[src/rtl/xpt_pkg.sv]
package xpt_pkg;

   // control pulse bit positions
   localparam int PL_ACC_TO_X = 0;
   localparam int PL_RD_MDR   = 1;
   localparam int PL_WR_Y     = 2;
   localparam int PL_RD_BUF   = 3;
   localparam int PL_WR_ADDR  = 4;
   localparam int PL_RD_SUM   = 5;
   localparam int PL_WR_MDR   = 6;
   localparam int PL_RD_PC    = 7;
   localparam int PL_WR_ACC   = 8;
   localparam int NUM_PULSES  = 9;

   // crosspoints owned by the shared add group
   localparam int XP_ADD_T1  = 0;
   localparam int XP_ADD_T5A = 1;
   localparam int XP_ADD_T5B = 2;
   localparam int XP_ADD_T6  = 3;
   localparam int XP_ADD_T8  = 4;
   localparam int XP_ADD_T11 = 5;
   localparam int ADD_XP_COUNT = 6;

   // group index of a crosspoint: 0 is the add group, then one per placeholder
   function automatic int xp_group(input int xp);
      return (xp < ADD_XP_COUNT) ? 0 : xp - ADD_XP_COUNT + 1;
   endfunction

   // time step (1-based) at which a crosspoint fires
   function automatic int xp_step(input int xp, input int aux_base_step);
      case (xp)
         XP_ADD_T1:  return 1;
         XP_ADD_T5A: return 5;
         XP_ADD_T5B: return 5;
         XP_ADD_T6:  return 6;
         XP_ADD_T8:  return 8;
         XP_ADD_T11: return 11;
         default:    return aux_base_step + xp - ADD_XP_COUNT;
      endcase
   endfunction

   // fan-out: does crosspoint xp request pulse pl
   function automatic bit xp_drives(input int xp, input int pl);
      case (xp)
         XP_ADD_T1:  return (pl == PL_RD_BUF) || (pl == PL_WR_ADDR);
         XP_ADD_T5A: return (pl == PL_ACC_TO_X) || (pl == PL_RD_MDR);
         XP_ADD_T5B: return (pl == PL_WR_Y);
         XP_ADD_T6:  return (pl == PL_RD_SUM) || (pl == PL_WR_MDR);
         XP_ADD_T8:  return (pl == PL_RD_PC) || (pl == PL_WR_ADDR);
         XP_ADD_T11: return (pl == PL_RD_SUM) || (pl == PL_WR_ACC);
         default:    return (pl == PL_ACC_TO_X);
      endcase
   endfunction

endpackage

[src/rtl/xpt_group_dec.sv]
module xpt_group_dec #(
   parameter int SUB_W         = 4,
   parameter int NUM_AUX       = 7,
   parameter int ADS_CODE      = 1,
   parameter int DAS_CODE      = 2,
   parameter int AUX_BASE_CODE = 3
) (
   input  logic [SUB_W-1:0]   sub_i,
   output logic [NUM_AUX:0]   grp_o
);

   // shared add group: both add subinstructions map onto one term
   assign grp_o[0] = (sub_i == SUB_W'(ADS_CODE)) | (sub_i == SUB_W'(DAS_CODE));

   for (genvar g = 0; g < NUM_AUX; g++) begin : g_aux
      assign grp_o[g+1] = (sub_i == SUB_W'(AUX_BASE_CODE + g));
   end

endmodule

[src/rtl/xpt_step_dec.sv]
module xpt_step_dec #(
   parameter int STEP_W    = 4,
   parameter int NUM_STEPS = 12
) (
   input  logic [STEP_W-1:0]    step_i,
   output logic [NUM_STEPS-1:0] step_o
);

   for (genvar s = 0; s < NUM_STEPS; s++) begin : g_step
      assign step_o[s] = (step_i == STEP_W'(s + 1));
   end

endmodule

[src/rtl/xpt_cross_and.sv]
module xpt_cross_and
   import xpt_pkg::*;
#(
   parameter int NUM_AUX       = 7,
   parameter int NUM_STEPS     = 12,
   parameter int AUX_BASE_STEP = 2,
   localparam int NUM_GROUPS   = NUM_AUX + 1,
   localparam int NUM_XP       = ADD_XP_COUNT + NUM_AUX
) (
   input  logic [NUM_GROUPS-1:0] grp_i,
   input  logic [NUM_STEPS-1:0]  step_i,
   output logic [NUM_XP-1:0]     xp_o
);

   for (genvar x = 0; x < NUM_XP; x++) begin : g_xp
      localparam int GRP  = xp_group(x);
      localparam int STEP = xp_step(x, AUX_BASE_STEP);
      assign xp_o[x] = grp_i[GRP] & step_i[STEP-1];
   end

endmodule

[src/rtl/xpt_pulse_or.sv]
module xpt_pulse_or
   import xpt_pkg::*;
#(
   parameter int NUM_XP = 13
) (
   input  logic [NUM_XP-1:0]     xp_i,
   output logic [NUM_PULSES-1:0] pl_o
);

   function automatic logic [NUM_XP-1:0] source_mask(input int pl);
      logic [NUM_XP-1:0] m;
      m = '0;
      for (int x = 0; x < NUM_XP; x++) m[x] = xp_drives(x, pl);
      return m;
   endfunction

   for (genvar p = 0; p < NUM_PULSES; p++) begin : g_pulse
      localparam logic [NUM_XP-1:0] MASK = source_mask(p);
      assign pl_o[p] = |(xp_i & MASK);
   end

endmodule

[src/rtl/xpt_ctrl_gen.sv]
module xpt_ctrl_gen
   import xpt_pkg::*;
#(
   parameter int SUB_W         = 4,
   parameter int STEP_W        = 4,
   parameter int NUM_STEPS     = 12,
   parameter int NUM_AUX       = 7,
   parameter int ADS_CODE      = 1,
   parameter int DAS_CODE      = 2,
   parameter int AUX_BASE_CODE = 3,
   parameter int AUX_BASE_STEP = 2
) (
   input  logic                                clk,
   input  logic                                rst_n,
   input  logic [SUB_W-1:0]                    sub_code,
   input  logic [STEP_W-1:0]                   time_step,
   output logic [ADD_XP_COUNT+NUM_AUX-1:0]     xpoint,
   output logic [NUM_PULSES-1:0]               ctrl_pulse
);

   localparam int NUM_XP     = ADD_XP_COUNT + NUM_AUX;
   localparam int NUM_GROUPS = NUM_AUX + 1;
   localparam int AUX_LAST_CODE = AUX_BASE_CODE + NUM_AUX - 1;

   // elaboration checks on the parameter set
   if (NUM_STEPS >= (1 << STEP_W)) begin : g_bad_step_w
      $error("time step field too narrow for NUM_STEPS");
   end
   if (NUM_STEPS < 11) begin : g_bad_steps
      $error("add sequence needs at least 11 time steps");
   end
   if (AUX_BASE_STEP < 1 || AUX_BASE_STEP + NUM_AUX - 1 > NUM_STEPS) begin : g_bad_aux_step
      $error("placeholder steps fall outside the cycle");
   end
   if (AUX_LAST_CODE >= (1 << SUB_W) || ADS_CODE >= (1 << SUB_W) || DAS_CODE >= (1 << SUB_W)) begin : g_bad_code
      $error("subinstruction code does not fit SUB_W");
   end
   if ((ADS_CODE >= AUX_BASE_CODE && ADS_CODE <= AUX_LAST_CODE) ||
       (DAS_CODE >= AUX_BASE_CODE && DAS_CODE <= AUX_LAST_CODE)) begin : g_code_overlap
      $error("add codes collide with placeholder codes");
   end

   logic [NUM_GROUPS-1:0] grp;
   logic [NUM_STEPS-1:0]  step_oh;
   logic [NUM_XP-1:0]     xp_next;
   logic [NUM_PULSES-1:0] pl_next;

   xpt_group_dec #(
      .SUB_W(SUB_W), .NUM_AUX(NUM_AUX), .ADS_CODE(ADS_CODE),
      .DAS_CODE(DAS_CODE), .AUX_BASE_CODE(AUX_BASE_CODE)
   ) u_grp (
      .sub_i(sub_code),
      .grp_o(grp)
   );

   xpt_step_dec #(
      .STEP_W(STEP_W), .NUM_STEPS(NUM_STEPS)
   ) u_step (
      .step_i(time_step),
      .step_o(step_oh)
   );

   xpt_cross_and #(
      .NUM_AUX(NUM_AUX), .NUM_STEPS(NUM_STEPS), .AUX_BASE_STEP(AUX_BASE_STEP)
   ) u_and (
      .grp_i(grp),
      .step_i(step_oh),
      .xp_o(xp_next)
   );

   xpt_pulse_or #(
      .NUM_XP(NUM_XP)
   ) u_or (
      .xp_i(xp_next),
      .pl_o(pl_next)
   );

   always_ff @(posedge clk or negedge rst_n) begin
      if (!rst_n) begin
         xpoint     <= '0;
         ctrl_pulse <= '0;
      end else begin
         xpoint     <= xp_next;
         ctrl_pulse <= pl_next;
      end
   end

endmodule

[config.mk]
export PLATFORM = sky130hd
export DESIGN_NAME = xpt_ctrl_gen
export DESIGN_NICKNAME = d
export VERILOG_FILES = /design/src/rtl/xpt_pkg.sv /design/src/rtl/xpt_group_dec.sv /design/src/rtl/xpt_step_dec.sv /design/src/rtl/xpt_cross_and.sv /design/src/rtl/xpt_pulse_or.sv /design/src/rtl/xpt_ctrl_gen.sv
export SDC_FILE = /design/constraint.sdc
export NUM_CORES = 1
export LEC_CHECK = 0
export BUFFER_PORTS_ARGS = -buffer_cell sky130_fd_sc_hd__buf_4
export CAP_MARGIN = 20
export CELL_PAD_IN_SITES_DETAIL_PLACEMENT = 0
export CELL_PAD_IN_SITES_GLOBAL_PLACEMENT = 1
export CORE_ASPECT_RATIO = 0.75
export CORE_MARGIN = 2
export CORE_UTILIZATION = 43
export CTS_BUF_LIST = sky130_fd_sc_hd__clkbuf_8
export DETAILED_ROUTE_END_ITERATION = 6
export HOLD_SLACK_MARGIN = 0.12
export PLACE_DENSITY_LB_ADDON = 0.1
export SETUP_SLACK_MARGIN = 0.2
export SYNTH_ARGS = -nofsm -noshare
export SYNTH_HDL_FRONTEND = slang
export SYNTH_HIERARCHICAL = 1
export SYNTH_SLANG_ARGS = --single-unit
[constraint.sdc]
create_clock -name clk -period 0.8 [get_ports clk]
set_input_delay 0.08 -clock clk [delete_from_list [all_inputs] [get_ports clk]]
set_output_delay 0.08 -clock clk [all_outputs]
set_load 0.01 [all_outputs]
Yosys cells after proc, flatten, opt, wreduce, memory -nomap -nowiden

Index checks and enable logic that the tools add are counted.

Equal/unequal tests: 18
Bitwise operators: 13
Reduce and logical (&&, ||, !) cells: 3

Operators by type and width:

| kind                                                                   | count |
|---|---|
| 4-bit by 3-bit equality test with 1-bit output (second input constant) | 8 |
| 4-bit by 2-bit equality test with 1-bit output (second input constant) | 4 |
| 4-bit equality test (second input constant)                            | 4 |
| 1-bit bitwise AND                                                      | 12 |
| 4-bit by 1-bit equality test with 1-bit output (second input constant) | 2 |
| 8-bit OR reduction                                                     | 1 |
| 2-bit OR reduction                                                     | 2 |
| 1-bit bitwise OR                                                       | 1 |

Flip-flop bits (word level): 22
Output and inout bits: 22

Longest topological paths before layout

Depth in word-level cells: 4
Gate-level depth with buffers: 5
Depth with buffers taken out: 5

Hierarchy

The synthesis kept the hierarchy.

Modules (own cells, without submodules):

| module        | instances | cells an instance | area an instance (um2) | sequential area each (um2) |
|---|---|---|---|---|
| xpt_ctrl_gen  | 1         | 22                | 550.5                  | 550.5 |
| xpt_step_dec  | 1         | 16                | 175.2                  | 0.0 |
| xpt_group_dec | 1         | 12                | 92.6                   | 0.0 |
| xpt_cross_and | 1         | 13                | 82.6                   | 0.0 |
| xpt_pulse_or  | 1         | 11                | 73.8                   | 0.0 |

Least setup slack after synthesis

Ideal clock, no wire load.

Kind: input -> register
From: in time_step[1]
To: reg ctrl_pulse[0]
Library setup time: 0.129 ns
Arrival: 0.919 ns
Required time: 0.671 ns
Setup slack: -0.247 ns
Stages: 5
Path buffers: 1
Path through: buf_2 > and4bb_1 > and2_1 > nor4_1 > nand2_1

Word-level cells in the longest chain between the ends: 3
Elaborated cells between the ends (all ways): 16
Those cells by class: 7 x eq/ne; 8 x bitwise; 1 x reduce/logical

RTL lines:

| element                                        | RTL line            | RTL |
|---|---|---|
| from (decl)                                    | xpt_ctrl_gen.sv:16  | `input logic [STEP_W-1:0] time_step,` |
| 4-bit by 3-bit equality test with 1-bit output | xpt_step_dec.sv:10  | `assign step_o[s] = (step_i == STEP_W'(s + 1));` |
| via step_oh[4]                                 | xpt_ctrl_gen.sv:44  | `logic [NUM_STEPS-1:0] step_oh;` |
| 1-bit bitwise AND                              | xpt_cross_and.sv:18 | `assign xp_o[x] = grp_i[GRP] & step_i[STEP-1];` |
| via xp_next[1]                                 | xpt_ctrl_gen.sv:45  | `logic [NUM_XP-1:0] xp_next;` |
| 8-bit OR reduction                             | xpt_pulse_or.sv:19  | `assign pl_o[p] = \|(xp_i & MASK);` |
| via pl_next[0]                                 | xpt_ctrl_gen.sv:46  | `logic [NUM_PULSES-1:0] pl_next;` |
| to (signal assigned)                           | xpt_ctrl_gen.sv:84  | `ctrl_pulse <= pl_next;` |
| to (decl)                                      | xpt_ctrl_gen.sv:18  | `output logic [NUM_PULSES-1:0] ctrl_pulse` |

The timed path passes the listed nets, and every way through them passes these cells.

Final worst setup path

From: reg xpoint[0]
To: out xpoint[0]

RTL lines:

| element                | RTL line           | RTL |
|---|---|---|
| from (decl)            | xpt_ctrl_gen.sv:17 | `output logic [ADD_XP_COUNT+NUM_AUX-1:0] xpoint,` |
| from (signal assigned) | xpt_ctrl_gen.sv:83 | `xpoint <= xp_next;` |

No word-level cell between the ends.

==> results.sh <==
export IMPL_outcome="finished, violations left"
export IMPL_violations="setup timing"
export IMPL_final_common_cell="buf_6"
export IMPL_syn2layout_area_growth_pct=66.8
export IMPL_hpwl_microns=1260
export IMPL_drt_total_wl_microns=1760
export IMPL_io_buffers=31
export IMPL_row_count=14
export IMPL_drive_gt1_frac=0.679
export IMPL_cp_start_kind="flip-flop"
export IMPL_grt_use_total=0.150
export IMPL_coreArea_sq_um=2030
export IMPL_firstDrtPassIters=2
export IMPL_drt_iter0_drc=1
export IMPL_syn_area_sq_um=937
export IMPL_required_ns=0.72
export IMPL_period_minus_slack_ns=0.835
export IMPL_crit_path_cell_trace="buf_6"
export IMPL_path_clk_slew_ns=0.07
export IMPL_grt_overflow=0
export IMPL_cpMaxStageDelayCell="dfrtp_1"
export IMPL_rsz0062_at_grt="yes"
export IMPL_pre_cts_slack_ns=-0.303
export IMPL_cts_max_level=1
export IMPL_cp_top_family="flip-flops"
export IMPL_post_route_drc_count=0
export IMPL_worstPathMaxFanout=1
export IMPL_n_antenna_cell=0
export IMPL_fin_crit_sh=1.04
export IMPL_finalHoldViolCount=0
export IMPL_cts_buffers=3
export IMPL_max_cap_viol_count=0
export IMPL_netlist_instances=71
export IMPL_crit_path_max_incr_delay_ns=0.38
export IMPL_hold_class="input port to flip-flop"
export IMPL_cp_num_buf_inv=1
export IMPL_hold_depth=3
export IMPL_end_kind="output pin"
export IMPL_power_density_nw_per_um2=1380
export IMPL_antenna_found_initial=0
export IMPL_worst_hold_slack_ns=0.137
export IMPL_synth_area_per_cell_sq_um=13.2
export IMPL_holdCritStartpoint="time_step[0]"
export IMPL_max_freq_mhz=1200
export IMPL_fin_ws_ns=-0.0348
export IMPL_root_buffer="clkbuf_8"
export IMPL_tritoncts="done"
export IMPL_grt_pass1_vias=630
export IMPL_max_slew_margin=0.796
export IMPL_synth_fp_nets=81
export IMPL_ios=32
export IMPL_dieWidth_microns=57.9
export IMPL_final_cell_mix="buf_6, dfrtp_1, buf_4"
export IMPL_grt_max_degree=23
export IMPL_num_fill_cells=126
export IMPL_clk_path_buf_depth=2
export IMPL_setup_tns_final_ns=-0.547
export IMPL_cts_sinks=22
export IMPL_vias=647
export IMPL_p_leak_uw=0.000791
export IMPL_ant_nets=0
export IMPL_path_class="flip-flop to output pin"
export IMPL_final_core_util=0.769
export IMPL_tightest_slew_ns=0.305
export IMPL_post_drt_wl_per_cell_microns=12.9
export IMPL_die_h_microns=44.4
export IMPL_grt_pass1_wl_microns=2800
export IMPL_nNetsFinal=123
export IMPL_yosysWarningCount=6
export IMPL_arrival_ns=0.75
export IMPL_min_to="xpoint[4]"
export IMPL_ir_worst_vdd_mv=1.09
export IMPL_start_util=0.461
export IMPL_globalplace_congestion=0.724
export IMPL_die_area_sq_um=2570
export IMPL_setup_violations=23
export IMPL_avgViaCountPerCell=4.76
export IMPL_slew_viol_final=0
export IMPL_power_uw=2160
## metrics by stage
stage	std cells	cell area (sq um)
2_1_floorplan	71	1010
3_3_place_gp	125	1230
3_5_place_dp	125	1230
4_1_cts	133	1510
5_1_grt	136	1560
6_report	136	1560
## report_power, final
group,internal (uW),switching (uW)
logic,166,120
registers,1120,3.19
clock network,437,313
total,1720,437
## worst max-delay path by stage
stage | start | endpoint | slack, ns | depth (start not counted)
floorplan | time_step[2] | ctrl_pulse[0] | -0.16 | 5
global placement | sub_code[3] | ctrl_pulse[0] | -0.28 | 6
detailed placement | sub_code[3] | ctrl_pulse[0] | -0.30 | 6
CTS | ctrl_pulse[0] | ctrl_pulse[0] | -0.05 | 1
global route | ctrl_pulse[0] | ctrl_pulse[0] | -0.07 | 1
finish | xpoint[0] | xpoint[0] | -0.03 | 1
## area by class of cell
cell class	instances	area, sq um	share of cell area
sequential	22	551	0.352
multi-input combinational	38	413	0.264
clock buffer	4	55.1	0.0352
timing repair buffer	48	514	0.329
tap	24	30.0	0.0192
## sequential cells by signal (all words and copies together) (netlist names)
signal,count
ctrl_pulse,9
xpoint,13
## timing repair
item                                    CTS  global route
pin swaps                                11             6
resized for setup                        46             7
hold buffers                              1             0
hold endpoints to repair                 22             0
setup buffers                             3             3
endpoints found under the setup margin   40            40
## metal layers
layer / global-route usage / share of wire
met5: 0 / 0
met3: 0.0585 / 0.059
met2: 0.261 / 0.49
met4: 0.0279 / 0.0051
met1: 0.180 / 0.44
No activity file was read; power rests on OpenSTA's default activity.
